File: src/rtl/rpc_pkg.sv
package rpc_pkg;
  typedef enum logic {
    MODE_PROD   = 1'b0,
    MODE_RECOMB = 1'b1
  } rpc_mode_e;

  localparam int NUM_MUL = 3;
endpackage

File: src/rtl/rpc_addmod.sv
module rpc_addmod #(
  parameter int W = 16,
  parameter longint unsigned MOD = 65521
) (
  input  logic [W-1:0] a,
  input  logic [W-1:0] b,
  output logic [W-1:0] y
);
  localparam logic [W:0] MODN = (W+1)'(MOD);
  logic [W:0] sum;

  always_comb begin
    sum = {1'b0, a} + {1'b0, b};
    if (sum >= MODN) y = W'(sum - MODN);
    else             y = W'(sum);
  end
endmodule

File: src/rtl/rpc_submod.sv
module rpc_submod #(
  parameter int W = 16,
  parameter longint unsigned MOD = 65521
) (
  input  logic [W-1:0] a,
  input  logic [W-1:0] b,
  output logic [W-1:0] y
);
  localparam logic [W:0] MODN = (W+1)'(MOD);
  logic [W:0] wrapped;

  always_comb begin
    wrapped = {1'b0, a} + MODN - {1'b0, b};
    if (a >= b) y = a - b;
    else        y = W'(wrapped);
  end
endmodule

File: src/rtl/rpc_mulmod.sv
module rpc_mulmod #(
  parameter int W = 16,
  parameter longint unsigned MOD = 65521
) (
  input  logic [W-1:0] a,
  input  logic [W-1:0] b,
  output logic [W-1:0] y
);
  localparam int PW = 2 * W;
  localparam logic [PW-1:0] MODP = PW'(MOD);
  logic [PW-1:0] prod;
  logic [PW-1:0] rem;

  always_comb begin
    prod = {{W{1'b0}}, a} * {{W{1'b0}}, b};
    rem  = prod % MODP;
    y    = W'(rem);
  end
endmodule

File: src/rtl/residue_pair_combine.sv
module residue_pair_combine #(
  parameter int W = 16,
  parameter longint unsigned MOD = 65521
) (
  input  logic         clk,
  input  logic         rst,
  input  logic         in_valid,
  input  logic         mode,
  input  logic [W-1:0] a_hi,
  input  logic [W-1:0] a_lo,
  input  logic [W-1:0] b_hi,
  input  logic [W-1:0] b_lo,
  output logic         out_valid,
  output logic [W-1:0] out_p,
  output logic [W-1:0] out_q
);
  import rpc_pkg::*;

  // stage 1: differences, three concurrent products, recombine sums
  logic [W-1:0] diff_a, diff_b;
  logic [W-1:0] mul_x [NUM_MUL];
  logic [W-1:0] mul_y [NUM_MUL];
  logic [W-1:0] mul_r [NUM_MUL];
  logic [W-1:0] rc_hi, rc_dbl, rc_lo;

  rpc_submod #(.W(W), .MOD(MOD)) u_diff_a (.a(a_hi), .b(a_lo), .y(diff_a));
  rpc_submod #(.W(W), .MOD(MOD)) u_diff_b (.a(b_hi), .b(b_lo), .y(diff_b));

  // multiplier 0: Kx*Ky, 1: Rx*Ry, 2: (Kx-Rx)*(Ky-Ry)
  always_comb begin
    mul_x[0] = a_hi;   mul_y[0] = b_hi;
    mul_x[1] = a_lo;   mul_y[1] = b_lo;
    mul_x[2] = diff_a; mul_y[2] = diff_b;
  end

  for (genvar g = 0; g < NUM_MUL; g++) begin : g_mul
    rpc_mulmod #(.W(W), .MOD(MOD)) u_mul (
      .a(mul_x[g]), .b(mul_y[g]), .y(mul_r[g])
    );
  end

  rpc_addmod #(.W(W), .MOD(MOD)) u_rc_hi  (.a(a_hi),   .b(b_lo), .y(rc_hi));
  rpc_addmod #(.W(W), .MOD(MOD)) u_rc_dbl (.a(b_hi),   .b(b_hi), .y(rc_dbl));
  rpc_addmod #(.W(W), .MOD(MOD)) u_rc_lo  (.a(rc_dbl), .b(a_lo), .y(rc_lo));

  rpc_mode_e    s1_mode;
  logic         s1_valid;
  logic [W-1:0] s1_x, s1_y, s1_d;

  always_ff @(posedge clk) begin
    if (rst) begin
      s1_valid <= 1'b0;
      s1_mode  <= MODE_PROD;
      s1_x     <= '0;
      s1_y     <= '0;
      s1_d     <= '0;
    end else begin
      s1_valid <= in_valid;
      if (in_valid) begin
        s1_mode <= rpc_mode_e'(mode);
        s1_d    <= mul_r[2];
        if (rpc_mode_e'(mode) == MODE_RECOMB) begin
          s1_x <= rc_hi;
          s1_y <= rc_lo;
        end else begin
          s1_x <= mul_r[0];
          s1_y <= mul_r[1];
        end
      end
    end
  end

  // stage 2: U = 2*kk + rr, V = kk + rr - dd
  logic [W-1:0] two_kk, sum_u, sum_kr, sum_v;

  rpc_addmod #(.W(W), .MOD(MOD)) u_two_kk (.a(s1_x),   .b(s1_x), .y(two_kk));
  rpc_addmod #(.W(W), .MOD(MOD)) u_sum_u  (.a(two_kk), .b(s1_y), .y(sum_u));
  rpc_addmod #(.W(W), .MOD(MOD)) u_sum_kr (.a(s1_x),   .b(s1_y), .y(sum_kr));
  rpc_submod #(.W(W), .MOD(MOD)) u_sum_v  (.a(sum_kr), .b(s1_d), .y(sum_v));

  always_ff @(posedge clk) begin
    if (rst) begin
      out_valid <= 1'b0;
      out_p     <= '0;
      out_q     <= '0;
    end else begin
      out_valid <= s1_valid;
      if (s1_valid) begin
        if (s1_mode == MODE_RECOMB) begin
          out_p <= s1_x;
          out_q <= s1_y;
        end else begin
          out_p <= sum_u;
          out_q <= sum_v;
        end
      end
    end
  end
endmodule

File: config.mk
export PLATFORM = sky130hd
export DESIGN_NAME = residue_pair_combine
export DESIGN_NICKNAME = d
export VERILOG_FILES = /design/src/rtl/rpc_pkg.sv /design/src/rtl/rpc_addmod.sv /design/src/rtl/rpc_submod.sv /design/src/rtl/rpc_mulmod.sv /design/src/rtl/residue_pair_combine.sv
export SDC_FILE = /design/constraint.sdc
export NUM_CORES = 2
export LEC_CHECK = 0
export BUFFER_PORTS_ARGS = -buffer_cell sky130_fd_sc_hd__clkbuf_2
export CAP_MARGIN = 20
export CORE_MARGIN = 5
export CORE_UTILIZATION = 68
export CTS_CLUSTER_SIZE = 25
export DETAILED_ROUTE_END_ITERATION = 12
export GPL_ROUTABILITY_DRIVEN = 0
export HOLD_SLACK_MARGIN = 0.03
export PLACE_DENSITY = 0.85
export SLEW_MARGIN = 20
export SYNTH_ARGS = -nofsm -noshare
export SYNTH_HDL_FRONTEND = slang
export SYNTH_HIERARCHICAL = 1
export SYNTH_SLANG_ARGS = --single-unit
export TNS_END_PERCENT = 20
File: constraint.sdc
create_clock -name clk -period 40.2 [get_ports clk]
set_clock_uncertainty 0.15 [all_clocks]
set_input_delay 12.06 -clock clk [delete_from_list [all_inputs] [get_ports clk]]
set_output_delay 12.06 -clock clk [all_outputs]
set_load 0.05 [all_outputs]
==> impl_metrics.ini <==
[worst_setup_path]
ff2ff_path_depth = 22
reg2reg_to = out_p[10]$_SDFFE_PP0P_
cp_common_cell = fa_1
critical_path_class = primary input to flip-flop
critPathMaxStageDelay_ps = 750
rr_startpoint = s1_x[0]$_SDFFE_PP0P_
startpoint_type = primary input
critical_path.max_fanout = 20
slowest_stage = or4_1
cp.arrival_ps = 39370
required_ps = 40260
crit_path_end_kind = flip-flop
reg2reg_slack_ps = 32920

[synth]
syn_area_per_cell_sq_um = 7.76
synth_area_leader_cell = fa_1
ys_top_cells_by_area = fa_1, ha_1, nand2_1, inv_1, xnor2_1
netlist_instances = 9594
synth_top_area_share_pct = 16.1
ys_seq_area_share_pct = 2.23
synth_cell_type_count = 201
syn_nets = 10800
synth-main-ff-cell = dfxtp_1
syn-cell-area_sq_um = 74400
async_reset_ff_share_pct = 0
synth_warnings = 6
synth_enable_flop_cells = 0
synth-seq-cells = 83

[timing]
period_needed_ps = 39320
maxSlewHeadroom_pct = 24.6
layout_setup_ws_ps = 883
max_freq_mhz = 25.4
worst_pin_slew_ps = 1130
final_hold_viol_count = 0
grt_setup_unrepaired = yes
post-route-period-util_pct = 97.8
drv_slew = 0
hold_ws_ps = 336
setup_violations = 0

[cts]
clock_sinks = 83
clock_latency_ps = 350
cts_tree = built
path_clk_slew_ps = 70
clockBufferDepth = 2
cts-buffers-inserted = 9
cts-root-buf = clkbuf_16
cts_max_level = 3

[placed_design]
dpl-instance-area_sq_um = 74900
port_buffers = 100
dp_worst_setup_slack_ps = 295
dp_hpwl_um = 177000
post-place-cells = 10800

[detailed_routing]
drc = 0
drtAntennaViolNets = 0
firstDrtPassIters = 9
wirelength_um = 223000
top_layer_used = met5
wl_met1_um = 88100
route.met3.wl_um = 22700
met2_length_um = 99900
routed_via_density = 6.96
vias = 75500
dr.first_iter.drc_count = 8711
wl_per_cell_um = 20.6

[global_route]
overflow = 0
grt_pass1_vias = 71500
grtUsageTotal_pct = 36.3
antenna_found_initial = 12
grt_pass1_wl_um = 361000
grt_max_degree = 84

[floorplan]
top_level_ports = 101
rows = 121
start_util_pct = 68.4
dieArea_sq_um = 116000
core_sq_um = 109000
die-width_um = 341
die_height_um = 341

[min_path]
hold_path_depth = 2
hp-start = out_p[14]$_SDFFE_PP0P_
holdPathEnd = out_p[14]$_SDFFE_PP0P_
min-delay-path-class = flip-flop to flip-flop

[cells_and_area]
syn2layout_area_growth_pct = 1.65
mostFrequentLayoutCells = nand2_1, inv_1, nor2_1
num-fill-cells = 8679
nNetsFinal = 10600
final_area_sq_um = 75600
seq_area_sq_um = 1660
final_common_cell = nand2_1
drive_gt1_share_pct = 10.3
layout.cells.non_filler = 10800
multi_input_area_sq_um = 67400

[flow_run]
maxCapViolations = 0

[status]
status = completed
[worst max path at each step]
stage                        from               endpoint  slack [ps]  cells past startpoint
after floorplan           b_hi[1]   s1_d[6]$_SDFFE_PP0P_        4470                     92
after global placement    b_hi[1]   s1_d[7]$_SDFFE_PP0P_        1590                     88
after detailed placement  b_hi[1]   s1_d[8]$_SDFFE_PP0P_         300                     88
after CTS                 b_hi[1]   s1_d[8]$_SDFFE_PP0P_         570                     88
after global routing      b_hi[1]  s1_d[10]$_SDFFE_PP0P_        -230                     89
final                     b_hi[0]   s1_d[7]$_SDFFE_PP0P_         880                     87
[state kept, by name, summed over array words and instances (netlist names)]
signal     cells
out_p         16
out_q         16
s1_d          16
s1_x          16
s1_y          16
out_valid      1
s1_mode        1
s1_valid       1
[synth_stat cells (41+ instances only)]
cell          n
and2_1      438
o211ai_1    110
nand3_1     236
and3_1       84
a211oi_1    185
xnor2_1     373
fa_1        600
buf_2        76
mux2_2       44
buf_6        46
nor2_1      685
dfxtp_1      83
o31ai_1      73
a21boi_0     43
clkbuf_1    155
or4_1        41
nand2b_1     70
a211o_1      41
xor2_1      211
inv_1       928
nor4_1       94
o21ai_0     265
a21oi_2      44
nand2_1    1045
or3_1        91
nand4_1     115
a31oi_1     145
o21a_1       82
or2_2        75
a21o_1      131
o21ai_1      75
mux2i_1     185
nor3_1      218
a21oi_1     480
ha_1        561
o2111ai_1    48
[layout make-up]
class,count,share of cell area (%)
clock buffer,9,0.298
sequential,83,2.20
clock inverter,7,0.139
tap,1414,2.34
timing repair buffer,160,1.29
antenna,12,0.0397
multi-input combinational,8236,89.1
inverter,928,4.61
[through the flow]
step           TNS [ps]  utilization (%)
2_1_floorplan         0                -
3_3_place_gp          0             68.8
3_5_place_dp          0             68.8
4_1_cts               0             69.1
5_1_grt           -1420             69.5
6_report              0             69.5
[logic make-up after synthesis]
group           synth area share [%]
compound gates                  27.0
simple gates                    26.5
mux                             3.48
flops                           2.23
xor+xnor                        7.54
fa+ha+maj                       25.7
buf+inv                         7.58
[timing repair]
action	in CTS	in global routing
hold buffers	0	0
setup buffers	0	11
gates resized for setup	0	44
setup endpoints to repair	0	32
[per-layer routing]
metal	global-route usage, %	up-vias
li1	-	34300
met4	16.8	8
met5	0	-
met2	58.5	4587
met3	6.09	985
met1	47.7	35700
[critical path, delay by kind of cell]
kind | cells | cell delay [ps]
buffers and inverters | 9 | 1550
adders and majority gates | 11 | 4680
and+or+nand+nor | 25 | 7920
AOI/OAI and AO/OA | 31 | 10040
muxes | 7 | 2290
xor gates and xnor gates | 4 | 780
Power is left out: the tool's default activity adds up to more than one toggle a clock period on the data nets, which glitch-free logic cannot reach.
